[src/rtl/amc_pkg.sv]
package amc_pkg;
  localparam int AS_W = 4;
  localparam int AH_W = 4;
  localparam int DS_W = 8;
  localparam int TG_W = 4;
  localparam int CNT_W = DS_W + 1;

  typedef struct packed {
    logic [AS_W-1:0] addr_setup;
    logic [AH_W-1:0] addr_hold;
    logic [DS_W-1:0] data_setup;
    logic [TG_W-1:0] turn;
  } timing_t;

  typedef enum logic [2:0] {
    ST_IDLE, ST_SETUP, ST_HOLD, ST_DATA, ST_TAIL, ST_GAP
  } state_e;
endpackage

[src/rtl/amc_timing_sel.sv]
module amc_timing_sel
  import amc_pkg::*;
(
  input  timing_t rd_tim_i,
  input  timing_t wr_tim_i,
  input  logic    sep_en_i,
  input  logic    we_i,
  output timing_t tim_o
);
  assign tim_o = (sep_en_i && we_i) ? wr_tim_i : rd_tim_i;
endmodule

[src/rtl/amc_seq.sv]
module amc_seq
  import amc_pkg::*;
(
  input  logic    clk_i,
  input  logic    rst_ni,
  input  logic    req_i,
  input  logic    we_i,
  input  timing_t tim_i,
  output state_e  st_o,
  output logic    wr_o,
  output logic    done_o,
  output logic    accept_o,
  output logic    cap_o
);
  state_e           st_q;
  timing_t          tim_q;
  logic             wr_q;
  logic             done_q;
  logic [CNT_W-1:0] cnt_q;
  logic             cnt_zero;

  assign cnt_zero = (cnt_q == '0);
  assign accept_o = (st_q == ST_IDLE) && req_i;
  assign cap_o    = (st_q == ST_DATA) && !wr_q && cnt_zero;
  assign st_o     = st_q;
  assign wr_o     = wr_q;
  assign done_o   = done_q;

  always_ff @(posedge clk_i or negedge rst_ni) begin
    if (!rst_ni) begin
      st_q   <= ST_IDLE;
      tim_q  <= '0;
      wr_q   <= 1'b0;
      done_q <= 1'b0;
      cnt_q  <= '0;
    end else begin
      done_q <= 1'b0;
      unique case (st_q)
        ST_IDLE: if (req_i) begin
          st_q  <= ST_SETUP;
          tim_q <= tim_i;
          wr_q  <= we_i;
          cnt_q <= CNT_W'(tim_i.addr_setup);
        end
        ST_SETUP: if (cnt_zero) begin
          st_q  <= ST_HOLD;
          cnt_q <= CNT_W'(tim_q.addr_hold);
        end else cnt_q <= cnt_q - CNT_W'(1);
        ST_HOLD: if (cnt_zero) begin
          st_q <= ST_DATA;
          // write strobe lasts max(D,1); read strobe lasts D+3
          if (wr_q)
            cnt_q <= (tim_q.data_setup == '0) ? '0 : CNT_W'(tim_q.data_setup) - CNT_W'(1);
          else
            cnt_q <= CNT_W'(tim_q.data_setup) + CNT_W'(2);
        end else cnt_q <= cnt_q - CNT_W'(1);
        ST_DATA: if (cnt_zero) begin
          if (wr_q) st_q <= ST_TAIL;
          else begin
            done_q <= 1'b1;
            st_q   <= (tim_q.turn == '0) ? ST_IDLE : ST_GAP;
            cnt_q  <= CNT_W'(tim_q.turn) - CNT_W'(1);
          end
        end else cnt_q <= cnt_q - CNT_W'(1);
        ST_TAIL: begin
          done_q <= 1'b1;
          st_q   <= (tim_q.turn == '0) ? ST_IDLE : ST_GAP;
          cnt_q  <= CNT_W'(tim_q.turn) - CNT_W'(1);
        end
        ST_GAP: if (cnt_zero) st_q <= ST_IDLE;
                else cnt_q <= cnt_q - CNT_W'(1);
        default: st_q <= ST_IDLE;
      endcase
    end
  end
endmodule

[src/rtl/amc_datapath.sv]
module amc_datapath #(
  parameter int AW = 26,
  parameter int DW = 16
) (
  input  logic          clk_i,
  input  logic          rst_ni,
  input  logic          accept_i,
  input  logic          cap_i,
  input  logic [AW-1:0] addr_i,
  input  logic [DW-1:0] wdata_i,
  input  logic [DW-1:0] dq_i,
  output logic [AW-1:0] addr_o,
  output logic [DW-1:0] wdata_o,
  output logic [DW-1:0] rdata_o
);
  always_ff @(posedge clk_i or negedge rst_ni) begin
    if (!rst_ni) begin
      addr_o  <= '0;
      wdata_o <= '0;
      rdata_o <= '0;
    end else begin
      if (accept_i) begin
        addr_o  <= addr_i;
        wdata_o <= wdata_i;
      end
      if (cap_i) rdata_o <= dq_i;
    end
  end
endmodule

[src/rtl/amc_ctrl.sv]
module amc_ctrl
  import amc_pkg::*;
#(
  parameter int AW = 26,
  parameter int DW = 16
) (
  input  logic            clk_i,
  input  logic            rst_ni,
  input  logic [AS_W-1:0] rd_addr_setup_i,
  input  logic [AH_W-1:0] rd_addr_hold_i,
  input  logic [DS_W-1:0] rd_data_setup_i,
  input  logic [TG_W-1:0] rd_turn_i,
  input  logic            wr_sep_en_i,
  input  logic [AS_W-1:0] wr_addr_setup_i,
  input  logic [AH_W-1:0] wr_addr_hold_i,
  input  logic [DS_W-1:0] wr_data_setup_i,
  input  logic [TG_W-1:0] wr_turn_i,
  input  logic            req_i,
  input  logic            we_i,
  input  logic [AW-1:0]   addr_i,
  input  logic [DW-1:0]   wdata_i,
  output logic [DW-1:0]   rdata_o,
  output logic            done_o,
  output logic [AW-1:0]   mem_addr_o,
  output logic            mem_adv_no,
  output logic            mem_ce_no,
  output logic            mem_oe_no,
  output logic            mem_we_no,
  output logic [DW-1:0]   mem_dq_o,
  input  logic [DW-1:0]   mem_dq_i,
  output logic            mem_dq_oe_o
);
  timing_t rd_tim, wr_tim, sel_tim;
  state_e  st;
  logic    wr, accept, cap;

  assign rd_tim = '{addr_setup: rd_addr_setup_i, addr_hold: rd_addr_hold_i,
                    data_setup: rd_data_setup_i, turn: rd_turn_i};
  assign wr_tim = '{addr_setup: wr_addr_setup_i, addr_hold: wr_addr_hold_i,
                    data_setup: wr_data_setup_i, turn: wr_turn_i};

  amc_timing_sel u_sel (
    .rd_tim_i(rd_tim), .wr_tim_i(wr_tim), .sep_en_i(wr_sep_en_i),
    .we_i(we_i), .tim_o(sel_tim)
  );

  amc_seq u_seq (
    .clk_i(clk_i), .rst_ni(rst_ni), .req_i(req_i), .we_i(we_i),
    .tim_i(sel_tim), .st_o(st), .wr_o(wr), .done_o(done_o),
    .accept_o(accept), .cap_o(cap)
  );

  amc_datapath #(.AW(AW), .DW(DW)) u_dp (
    .clk_i(clk_i), .rst_ni(rst_ni), .accept_i(accept), .cap_i(cap),
    .addr_i(addr_i), .wdata_i(wdata_i), .dq_i(mem_dq_i),
    .addr_o(mem_addr_o), .wdata_o(mem_dq_o), .rdata_o(rdata_o)
  );

  assign mem_ce_no   = (st == ST_IDLE) || (st == ST_GAP);
  assign mem_adv_no  = (st != ST_SETUP);
  assign mem_we_no   = !((st == ST_DATA) && wr);
  assign mem_oe_no   = !((st == ST_DATA) && !wr);
  assign mem_dq_oe_o = wr && ((st == ST_DATA) || (st == ST_TAIL));
endmodule

[config.mk]
export PLATFORM = sky130hd
export DESIGN_NAME = amc_ctrl
export DESIGN_NICKNAME = d
export VERILOG_FILES = /design/src/rtl/amc_pkg.sv /design/src/rtl/amc_timing_sel.sv /design/src/rtl/amc_seq.sv /design/src/rtl/amc_datapath.sv /design/src/rtl/amc_ctrl.sv
export SDC_FILE = /design/constraint.sdc
export NUM_CORES = 1
export LEC_CHECK = 0
export BUFFER_PORTS_ARGS = -buffer_cell sky130_fd_sc_hd__buf_2
export CAP_MARGIN = 20
export CORE_MARGIN = 1
export CORE_UTILIZATION = 45
export CTS_CLUSTER_DIAMETER = 200
export DETAILED_ROUTE_END_ITERATION = 10
export PLACE_DENSITY_LB_ADDON = 0.3
export SYNTH_ARGS = -nofsm -noshare
export SYNTH_HDL_FRONTEND = slang
export SYNTH_SLANG_ARGS = --single-unit
[constraint.sdc]
create_clock -name clk_i -period 2.56 [get_ports clk_i]
set_input_delay 0 -clock clk_i [delete_from_list [all_inputs] [get_ports clk_i]]
set_output_delay 0 -clock clk_i [all_outputs]
set_load 0.02 [all_outputs]
Yosys cells after proc, flatten, opt, wreduce, memory -nomap -nowiden --
Cells that the tools add are included.
Storage, ports and cells: register bits after elaboration 88, bits in latches 0, memory bits (writable) 0, ROM bits 0, logic and storage cells 67, memories 0
Operators by class: add/subtract/negate cells 4, multipliers 0, div/mod/pow operators 0, order comparisons 0, equal/unequal tests 13, shift operators 0, muxes and demuxes 21, bitwise operators 0, reductions and logical operators 19
Operators by type and width (count):
- $mux W9 | 8
- $pmux W9 S6 | 1
- $mux W3 | 7
- $mux W20 | 1
- $pmux W3 S6 | 1
- $add A8 B2 Y9 const B | 1
- $logic_not A9 Y1 | 1
- $sub A8 B1 Y9 const B | 1
- $sub A9 B1 Y9 const B | 1
- $logic_not A8 Y1 | 1
- $ne A2 B1 Y1 const B | 4
- $eq A3 B2 Y1 const B | 2
- $eq A3 B3 Y1 const B | 2
- $logic_and A1 B1 Y1 | 6
- $reduce_bool A6 Y1 | 1
- $reduce_and A5 Y1 | 1
- $sub A4 B1 Y5 const B | 1
- $logic_not A4 Y1 | 1
- $ne A2 B2 Y1 const B | 2
- $reduce_and A4 Y1 | 1
- $eq A3 B1 Y1 const B | 1
- $logic_not A1 Y1 | 3
- $logic_not A3 Y1 | 1
- $ne A3 B1 Y1 const B | 1
- other kinds (5) | 7

Depth between registers and ports, before layout --
Gate-level depths: netlist of the first run.
depth in word-level cells 5, gate-level depth with buffers 10, gate-level depth less buffers 8

Modules after synthesis --
A second synthesis of the first run with hierarchy kept.
Unflattened totals: cell total of the unflattened synthesis 440, area, all modules 5146.2 um^2
Modules (own cells, without submodules):
- amc_datapath | times used 1, cells an instance 123, area each 2406.1 um^2
- amc_seq | times used 1, cells an instance 286, area each 2359.8 um^2
- amc_timing_sel | times used 1, cells an instance 23, area each 329.1 um^2
- amc_ctrl | times used 1, cells an instance 8, area each 51.3 um^2

Worst setup path after synthesis of the first run --
No wires, ideal clock.
kind register -> register, start register u_seq.tim_q[8] (netlist name), end register u_seq.cnt_q[7], setup time 125 ps, arrival time 2001 ps, required time 2435 ps, setup slack 434 ps, stages on the path, launching flop included 8, buffers on the path 1, cells stage by stage dfrtp_1 buf_2 or3_1 nor3_1 mux2_2 a211oi_1 o211ai_1 mux2_2
On the way: word-level cells in the longest chain between the ends 5, elaborated cells between the ends (all ways) 7, those cells by class add/sub: 2; mux: 4; reduce/logical: 1
RTL lines:
- from (decl) | line amc_seq.sv:16 | timing_t tim_q;
- from (signal assigned) | line amc_seq.sv:41 | tim_q <= tim_i;
- $sub A8 B1 Y9 or $logic_not A8 Y1 (tied branches) | line amc_seq.sv:53 | cnt_q <= (tim_q.data_setup == '0) ? '0 : CNT_W'(tim_q.data_setup) - CNT_W'(1);
- $mux W9 | line amc_seq.sv:53
- $mux W9 * | line amc_seq.sv:52 | if (wr_q)
- $mux W9 * | line amc_seq.sv:49 | ST_HOLD: if (cnt_zero) begin
- $pmux W9 S6 * | line amc_seq.sv:38 | unique case (st_q)
- to (signal assigned) | line amc_seq.sv:48 | end else cnt_q <= cnt_q - CNT_W'(1);
- to (signal assigned) | line amc_seq.sv:53
- to (signal assigned) | line amc_seq.sv:55 | cnt_q <= CNT_W'(tim_q.data_setup) + CNT_W'(2);
- to (decl) | line amc_seq.sv:19 | logic [CNT_W-1:0] cnt_q;
Mark *: on every way between the ends. The rest lies on a longest branch, timed or not. A chain may end at the register's enable or synchronous reset.

Worst setup path after layout of the first run --
start register u_seq.cnt_q[0], end register u_dp.rdata_o[11]
On the way: word-level cells in the longest chain between the ends 2
RTL lines:
- from (signal assigned) | line amc_seq.sv:43 | cnt_q <= CNT_W'(tim_i.addr_setup);
- from (signal assigned) | line amc_seq.sv:47 | cnt_q <= CNT_W'(tim_q.addr_hold);
- from (signal assigned) | line amc_seq.sv:48
- $logic_not A9 Y1 | line amc_seq.sv:22 | assign cnt_zero = (cnt_q == '0);
- $logic_and A1 B1 Y1 | line amc_seq.sv:24 | assign cap_o = (st_q == ST_DATA) && !wr_q && cnt_zero;
- to (signal assigned) | line amc_datapath.sv:26 | if (cap_i) rdata_o <= dq_i;
- to (decl) | line amc_datapath.sv:14 | output logic [DW-1:0] rdata_o
Every way passes these cells.

==> run summary, run 1 <==
Clk_skew = 0.01374 ns
Core area = 10370 sq um
IO Pins = 167
Syn nets = 572
Initial antenna violation count = 0
M1 WL = 6184 um
Area delta synth->final = 45.75%
Commonest non-fill, non-tap cells in the layout = 165 x buf_2, 92 x dlygate4sd3_1, 88 x dfrtp_1
Reg clk slew, reported paths = 0.09 ns
WP data arrival = 2.67 ns
CTS Root Cell = clkbuf_8
Routability cong. = 0.9480
Critical R2R Launch = u_seq.cnt_q[0]
Post-route ant nets = 0
Fin util = 68.23%
Initial DRC count = 360
WL final = 15400 um
R2R setup slack = 0.14 ns
Clock Path Buffers = 2
H-tree lvl count = 3
Max Fclk = 413.1 MHz
Vias per Instance = 5.468
Residual DRC = 0
Clock sink total = 88
EDFF count, synth = 0
Type of the most critical hold path = in -> async
CTS tree = built
Top Metal Used = met4
Row count = 37
DRT Pass-1 Iters = 5
DR vias = 4724
CP Launch Type = register
Required time of the critical path = 2.81 ns
Post-Syn Instances = 461
Critical path class = reg -> reg
Final setup violation count = 0
Largest net degree at the start of global routing = 89
Synthesized area = 4855 sq um
Final hold vios = 0
Max_slew headroom = 52.02%
Post-synth ARST share = 100.0%
RR Endpoint = u_dp.rdata_o[11]
Total die area = 11210 sq um
Detail Placement HPWL = 9769 um
PortBufs = 166
Top_reg_cell synth = dfrtp_1
Vias in the first global route = 4914
TNS Setup = 0 ns
Die Span Y = 105.9 um
MaxCap Viol Count = 0
Total gr overflow = 0
Worst skew pair latency = 0.37 ns
Cell variety after synth = 66
Status = completed
Fin crit period = 2.420 ns
Fin crit share = 94.55%
PD cells = 1169 nW/um^2
Total Nets Final = 834
Post-CTS Setup Inserts = 0
RSZ-0062 raised after global routing = no
Leak = 0.003277 uW
Max-slew violation count = 0
VDD IR max = 0.7391 mV
Total CTS buffers = 9
All-Layer GR Usage = 28.75%
First-pass GRT wire length = 24900 um
Commonest non-fill, non-tap cell in the layout = buf_2
Starting density of the core = 46.81%
Synthesis Warnings = 0
Die span in x = 105.9 um
Worst setup EP type = register
Routed wl met2 = 7705 um
Slew @ Worst Pin = 0.7196 ns
Peak fanout along the critical path = 17
Avg Inst Size Synth = 10.53 sq um
Post-synthesis sequential area ratio = 45.36%
Share of layout cells above drive strength 1 = 38.74%
FF-to-FF path depth = 6
Met3 wire length = 1133 um
Routed WL per cell = 17.83 um
Seq cells post-synth = 88
# diodes = 0
## flip-flops by register name, indices dropped and copies added (netlist names)
register      cells
u_dp.addr_o      26
u_dp.rdata_o     16
u_dp.wdata_o     16
u_seq.tim_q      16
u_seq.cnt_q       9
u_seq.st_o        3
u_seq.done_o      1
u_seq.wr_o        1
## kinds of logic (layout without fill, tap and decap cells)
family	Yosys count	after routing	synth area share (%)
AOI/OAI and AO/OA	108	108	14.51
and+or+nand+nor	117	117	12.53
DFF	88	88	45.36
buffers and inverters	44	311	4.459
adders and majority gates	8	8	2.062
xor gates and xnor gates	14	14	2.526
muxes	82	82	18.56
## timing repair
item                      CTS  global route
hold buffers               92             0
resized for setup           0             0
hold endpoints to repair  163             0
## per-stage QoR
stage / cells / setup WS, ns / area (sq um) / hold WS, ns / power [uW]
finish: 864 / 0.1395 / 7076 / 0.07861 / 8270
global route: 864 / 0.02433 / 7076 / 0.07100 / 8814
CTS: 863 / 0.1641 / 7048 / 0.07578 / 8160
detailed placement: 755 / 0.1742 / 5919 / 0.2206 / 7034
global placement: 755 / 0.2720 / 5919 / 0.2120 / 6930
floorplan: 461 / 0.4344 / 4855 / -0.2956 / 5593
## Yosys cell counts, types with 6 or more instances
cell / instances / area [sq um]
a21oi_1: 33 / 165.2
buf_2: 17 / 85.08
clkbuf_1: 10 / 37.54
dfrtp_1: 88 / 2202
ha_1: 8 / 100.1
inv_1: 10 / 37.54
mux2_1: 6 / 67.56
mux2_2: 58 / 653.1
mux2i_1: 18 / 180.2
nand2_1: 28 / 105.1
nand3_1: 11 / 55.05
nor2_1: 30 / 112.6
nor2b_1: 6 / 37.54
nor3_1: 10 / 50.05
o211ai_1: 6 / 45.04
o21ai_0: 20 / 100.1
o22ai_1: 6 / 37.54
xnor2_1: 7 / 61.31
xor2_1: 7 / 61.31
## where the power goes
part	switching [uW]	internal, uW	leakage [uW]
sequential	542	2070	0.00104
combinational	2620	2040	0.00214
clock	538	461	0.0000982
total	3700	4570	0.00328
## worst max-delay path, cell delays in order, from the launching register on
cell     delay [ns]
dfrtp_1        0.45
inv_1          0.11
ha_1           0.26
nor3b_4        0.28
nand3_2        0.22
or2_1          0.55
mux2_1         0.43
## layer usage
metal | vias to the layer above | global-route usage (%)
met1 | 2248 | 34.61
met4 | 0 | 10.32
met2 | 247 | 50.14
met3 | 37 | 6.555
met5 | - | 0
li1 | 2192 | -
## worst max path at each step
| stage | from | to | slack (ns) | depth (start not counted) |
|---|---|---|---|---|
| finish | u_seq.cnt_q[0] | u_dp.rdata_o[11] | 0.14 | 6 |
| global route | u_seq.cnt_q[0] | u_dp.rdata_o[11] | 0.02 | 6 |
| CTS | u_seq.cnt_q[0] | u_dp.rdata_o[11] | 0.16 | 6 |
| detailed placement | u_seq.cnt_q[0] | u_dp.rdata_o[11] | 0.17 | 6 |
| global placement | u_seq.cnt_q[0] | u_dp.rdata_o[11] | 0.27 | 6 |
| floorplan | u_seq.tim_q[8] | u_seq.cnt_q[7] | 0.43 | 7 |
## cell type report
cell class	count	area (sq um)
clock buffer	9	123.9
clock inverter	7	83.83
fill	764	3294
inverter	10	37.54
multi-input combinational	329	2444
sequential	88	2202
tap	136	170.2
timing repair buffer	285	2014
No activity file was read; power rests on OpenSTA's default activity.
==> run 2, diff against run 1 <==
--- a/config.mk
+++ b/config.mk
@@ -5,6 +5,7 @@
 export SDC_FILE = /design/constraint.sdc
 export NUM_CORES = 1
 export LEC_CHECK = 0
+export ABC_AREA = 1
 export BUFFER_PORTS_ARGS = -buffer_cell sky130_fd_sc_hd__buf_2
 export CAP_MARGIN = 20
 export CORE_MARGIN = 1
==> run 2 against run 1 <==
  * Synthesized cell count rose by 22%
  * Cell count rose by 10%
  * Sequential share of layout area increased by 0.74 points
  * Via count up 2.4%
  * Total power is 3.5% lower
  * Die area rose by 0.86%
  * Area after synthesis increased by 0.88%
  * Wire length fell by 3.8%
  * Final area shrank 2.3%
  * Setup slack better by 0.19 ns
  * Critical path depth rose by 1
  * Largest power group unchanged
  * Highest routed layer unchanged
==> run summary, run 2 <==
Total die area = 11300 sq um (+0.86%)
Fin crit period = 2.233 ns (-0.1877 ns)
Sequential power share = 32.7% (+1.1 points)
Detail Placement HPWL = 9524 um (-2.5%)
Vias per Instance = 5.093 (-6.9%)
IO Pins = 167 (unchanged)
Die span in x = 106.3 um (+0.43%)
Syn nets = 673 (+18%)
Seq cells post-synth = 88 (unchanged)
Initial DRC count = 272 (-24%)
EDFF count, synth = 0 (unchanged)
Peak fanout along the critical path = 76 (+59)
Largest net degree at the start of global routing = 77 (-13%)
CTS Root Cell = clkbuf_8
H-tree lvl count = 3 (unchanged)
Vias in the first global route = 5056 (+2.9%)
Clock sink total = 88 (unchanged)
Yosys top cell by area = dfrtp_1
Max reg flops = 26 (unchanged)
Starting density of the core = 47.02% (+0.20 points)
Combinational share of power = 53.9% (-2.4 points)
Largest cells by area after synthesis = dfrtp_1 45%, mux2_2 12%, nand2_1 10%
MaxCap Viol Count = 0 (unchanged)
Total gr overflow = 0 (unchanged)
First-pass GRT wire length = 23860 um (-4.2%)
Residual DRC = 0 (unchanged)
Die Span Y = 106.3 um (+0.43%)
Clk pwr share = 13.3% (+1.2 points)
Initial antenna violation count = 1 (+1)
Max_slew headroom = 45.92% (-6.1 points)
DRT Pass-1 Iters = 5 (unchanged)
CTS tree = built
Commonest non-fill, non-tap cell in the layout = buf_2
Post-Syn Instances = 562 (+22%)
Commonest non-fill, non-tap cells in the layout = 165 x buf_2, 133 x nand2_1, 88 x dfrtp_1
Synth cell count leaders = 133 x nand2_1, 88 x dfrtp_1, 65 x inv_1
Slew @ Worst Pin = 0.8082 ns (+0.08855 ns)
Clk_skew = 0.009180 ns (-0.004557 ns)
FF-to-FF path depth = 7 (+1)
Clock Path Buffers = 2 (unchanged)
Row count = 37 (unchanged)
Final hold vios = 0 (unchanged)
Post-synth ARST share = 100.0% (unchanged)
Type of the most critical hold path = in -> reg
Worst setup EP type = register
Critical path class = reg -> reg
Core area = 10420 sq um (+0.45%)
Top-area cell type share of the netlist area = 44.97% (-0.39 points)
Post-DP Area = 5827 sq um (-1.6%)
VDD IR max = 0.7677 mV (+3.9%)
Status = completed
WL final = 14810 um (-3.8%)
Share of layout cells above drive strength 1 = 31.98% (-6.8 points)
Total Nets Final = 920 (+10%)
Post-route ant nets = 0 (unchanged)
Post-synthesis sequential area ratio = 44.97% (-0.39 points)
Worst Setup SP = u_seq.st_o[1]
Reg clk slew, reported paths = 0.09 ns (about the same)
Cell variety after synth = 34 (-48%)
All-Layer GR Usage = 27.39% (-1.4 points)
CP Launch Type = register
Switching share of power = 45.92% (+1.2 points)
Leak = 0.003544 uW (+8.2%)
PD cells = 1154 nW/um^2 (-1.2%)
Most frequent cell after synthesis = nand2_1
WP data arrival = 2.52 ns (-0.15 ns)
Internal = 4314 uW (-5.7%)
Routability cong. = 0.8972 (-5.4%)
Total CTS buffers = 9 (unchanged)
Min-delay src = rd_addr_hold_i[0]
Post-Layout Inst Area = 6910 sq um (-2.3%)
RSZ-0062 raised after global routing = no
Final setup violation count = 0 (unchanged)
Switch Pwr = 3663 uW (-0.89%)
Routed WL per cell = 15.59 um (-13%)
Synthesized area = 4897 sq um (+0.88%)
Max Fclk = 447.9 MHz (+8.4%)
Resized cells post-CTS = 0 (unchanged)
PortBufs = 166 (unchanged)
Avg Inst Size Synth = 8.714 sq um (-17%)
Critical R2R Launch = u_seq.st_o[1]
Worst skew pair latency = 0.37 ns (about the same)
Hold Path Stages = 5
Synthesis Warnings = 0 (unchanged)
DR vias = 4838 (+2.4%)
TNS Setup = 0 ns (unchanged)
Required time of the critical path = 2.84 ns (+0.03 ns)
Biggest register = u_dp.addr_o
Post-CTS Setup Inserts = 0 (unchanged)
Fin crit share = 87.22% (-7.3 points)
Top_reg_cell synth = dfrtp_1
Area delta synth->final = 41.11%
Max-slew violation count = 0 (unchanged)
[run 2: final timing paths]
check / slack [ns] / to
max: 0.33 / u_seq.tim_q[2]
min: 0.01 / u_seq.tim_q[12]
max reg2reg: 0.33 / u_seq.tim_q[2]
min reg2reg: 0.51 / u_dp.addr_o[8]
max in group asynchronous: 1.66 / u_dp.addr_o[15]
min in group asynchronous: 0.24 / u_seq.tim_q[9]
[run 2: worst max-delay path: stages, from the launching register on]
cell	delay [ns]
dfrtp_1	0.46
nor2_2	0.21
nand2_2	0.16
nor2_4	0.14
buf_12	0.30
o211ai_1	0.16
dlygate4sd3_1	0.59
o21ai_0	0.08
[run 2: metrics by stage]
step                      setup WS, ns  hold slack (ns)  util (%)  total power, uW  std cells
final                           0.3273          0.01049     66.34             7977        950
after global routing            0.1384          0.01688     66.34             8570        950
after CTS                       0.3701         0.005577     66.32             7882        949
after detailed placement        0.4768           0.1224     55.94             6676        847
after global placement          0.5441           0.1059     55.94             6578        847
after floorplan                 0.8346          -0.2956         -             5469        562
[run 2: cells by family (layout without fill, tap and decap cells)]
group	Yosys count	after routing	share of synthesized area, %
compound gates	67	67	8.329
xor+xnor	6	6	1.073
fa+ha+maj	8	8	2.044
buf+inv	89	340	7.920
flops	88	88	44.97
mux	60	60	14.49
other cells	0	1	0
simple gates	244	244	21.18
[run 2: power groups by stage]
stage	combinational [uW]	sequential, uW	clock (uW)
floorplan	2420	3040	0
global placement	4040	2540	0
detailed placement	4120	2560	0
CTS	4250	2560	1080
global route	4750	2680	1140
finish	4300	2610	1060
[run 2: routing by layer]
metal  up-vias  part of all wire [%]  GRT usage, %
met5         -                     0             0
met4         0                   2.5         9.821
met3        28                   6.8         7.357
met2       194                    53         50.65
met1      2304                    38         29.77
li1       2312                     -             -
[run 2: layout make-up]
class,count,area [sq um]
Clock buffer,10,127.6
Multi-Input combinational cell,385,2312
Inverter,69,261.5
Fill cell,800,3506
Timing Repair Buffer,256,1752
Antenna cell,1,2.502
Sequential cell,88,2202
Clock inverter,5,82.58
Tap cell,136,170.2
[run 2: what timing repair did]
| item | 4_1_cts | 5_1_grt |
|---|---|---|
| endpoints found under the setup margin | 0 | 0 |
| hold buffers | 87 | 0 |
| hold endpoints to repair | 130 | 0 |
==> run 3, diff against run 2 <==
--- a/config.mk
+++ b/config.mk
@@ -13,6 +13,7 @@
 export CTS_CLUSTER_DIAMETER = 200
 export DETAILED_ROUTE_END_ITERATION = 10
 export PLACE_DENSITY_LB_ADDON = 0.3
+export RECOVER_POWER = 25
 export SYNTH_ARGS = -nofsm -noshare
 export SYNTH_HDL_FRONTEND = slang
 export SYNTH_SLANG_ARGS = --single-unit
==> run 3 against run 2 <==
  * The run now ends with max-capacitance violations left
  * Clock power barely moved
  * Maximum frequency barely moved
  * Wire length shrank 0.12%
  * Via count fell by 0.27%
  * Sequential share of layout area about the same
==> run summary, run 3 (synthesis results as in run 2) <==
Status = finished with violations
Failing checks = max-capacitance violations
VDD IR max = 0.7679 mV (about the same)
RR Endpoint = u_seq.tim_q[2]
Final hold vios = 0 (unchanged)
IO Pins = 167 (unchanged)
PortBufs = 166 (unchanged)
Slew @ Worst Pin = 1.490 ns (+0.6819 ns)
Clk_skew = 0.008426 ns (-0.0007535 ns)
Biggest register = u_dp.addr_o
Core area = 10420 sq um (unchanged)
H-tree lvl count = 3 (unchanged)
First-pass GRT wire length = 23860 um (unchanged)
Fin crit period = 2.232 ns (-0.0008520 ns)
Routability cong. = 0.8972 (unchanged)
DR vias = 4825 (-0.27%)
Die span in x = 106.3 um (unchanged)
Initial DRC count = 273 (+0.37%)
Die Span Y = 106.3 um (unchanged)
TNS Setup = 0 ns (unchanged)
MaxCap Viol Count = 1 (+1)
Max_slew headroom = 0.6607% (-45 points)
Total Nets Final = 920 (unchanged)
CTS Root Cell = clkbuf_8
Share of layout cells above drive strength 1 = 31.37% (-0.62 points)
Critical R2R Launch = u_seq.st_o[1]
Critical path class = reg -> reg
Leak = 0.003528 uW (-0.46%)
Total die area = 11300 sq um (unchanged)
Max reg flops = 26 (unchanged)
Type of the most critical hold path = in -> reg
Detail Placement HPWL = 9524 um (unchanged)
Peak fanout along the critical path = 76 (unchanged)
Worst setup EP type = register
Resized cells post-CTS = 0 (unchanged)
DRT Pass-1 Iters = 5 (unchanged)
Initial antenna violation count = 1 (unchanged)
All-Layer GR Usage = 27.39% (unchanged)
Total gr overflow = 0 (unchanged)
Vias per Instance = 5.079 (-0.27%)
Clock sink total = 88 (unchanged)
Final setup violation count = 0 (unchanged)
CTS tree = built
Area delta synth->final = 40.93%
Crit path to = u_seq.tim_q[2]
Residual DRC = 0 (unchanged)
PD cells = 1154 nW/um^2 (about the same)
Reg clk slew, reported paths = 0.09 ns (about the same)
Largest net degree at the start of global routing = 77 (unchanged)
Clock Path Buffers = 2 (unchanged)
Fin crit share = 87.18% (about the same)
Max-slew violation count = 0 (unchanged)
Worst Setup SP = u_seq.st_o[1]
CP Launch Type = register
Commonest non-fill, non-tap cells in the layout = 160 x buf_2, 133 x nand2_1, 88 x dfrtp_1
WL final = 14790 um (-0.12%)
FF-to-FF path depth = 7 (unchanged)
Vias in the first global route = 5056 (unchanged)
Commonest non-fill, non-tap cell in the layout = buf_2
Post-route ant nets = 0 (unchanged)
Total CTS buffers = 9 (unchanged)
Starting density of the core = 47.02% (unchanged)
RSZ-0062 raised after global routing = no
Max Fclk = 448.1 MHz (about the same)
R2R setup slack = 0.33 ns (about the same)
Required time of the critical path = 2.84 ns (about the same)
Row count = 37 (unchanged)
Worst skew pair latency = 0.37 ns (about the same)
WP data arrival = 2.51 ns (about the same)
Routed WL per cell = 15.57 um (-0.12%)
Fin util = 66.26% (-0.084 points)
## run 3: cell count changes in the layout (fill, tap and decap cells not counted)
cell      previous run  this run
buf_2              165       160
buf_4                2         1
clkbuf_1             1         6
clkbuf_2             0         1
## run 3: how the worst min path moves through the flow
stage / to / depth (start not counted) / start / slack [ns]
6_report: u_seq.tim_q[12] / 5 / rd_addr_hold_i[0] / 0.01
3_5_place_dp: u_seq.tim_q[8] / 1 / rst_ni / 0.12
4_1_cts: u_seq.tim_q[7] / 5 / rd_data_setup_i[3] / 0.006
2_1_floorplan: u_dp.addr_o[0] / 0 / rst_ni / -0.30
3_3_place_gp: u_seq.tim_q[8] / 1 / rst_ni / 0.11
5_1_grt: u_seq.tim_q[1] / 5 / rd_turn_i[1] / 0.02
## run 3: what timing repair did
item	4_1_cts	5_1_grt
setup buffers	0	0
endpoints found under the hold margin	130	0
hold buffers	87	0
## run 3: worst max-delay path: stages, from the launching register on
cell           delay [ns]
dfrtp_1              0.46
nor2_2               0.21
nand2_2              0.16
nor2_4               0.14
buf_12               0.30
o211ai_1             0.16
dlygate4sd3_1        0.59
o21ai_0              0.08
## run 3: where the power goes
part	switching, uW	internal, uW
clock network	515	547
registers	536	2080
logic	2610	1680
## run 3: layout make-up
class / count / area, sq um
Antenna cell: 1 / 2.502
Clock buffer: 10 / 127.6
Clock inverter: 5 / 82.58
Fill cell: 804 / 3515
Inverter: 69 / 261.5
Multi-Input combinational cell: 385 / 2312
Sequential cell: 88 / 2202
Tap cell: 136 / 170.2
Timing Repair Buffer: 256 / 1743
## run 3: metal layers
layer	wire, um	vias up	global-route usage (%)	share of wire (%)
li1	-	2314	-	-
met1	5621	2296	29.77	38
met3	1014	32	7.357	6.9
met5	0	-	0	0
met4	391	0	9.821	2.6
met2	7765	183	50.65	52
## run 3: stage by stage
stage	std cells	instance area (sq um)	total power (uW)	worst slack (ns)	hold WS (ns)
global route	950	6902	8561	0.1384	0.01688
detailed placement	847	5827	6676	0.4768	0.1224
global placement	847	5827	6578	0.5441	0.1059
finish	950	6902	7966	0.3281	0.01070
CTS	949	6908	7882	0.3701	0.005577
floorplan	562	4897	5469	0.8346	-0.2956
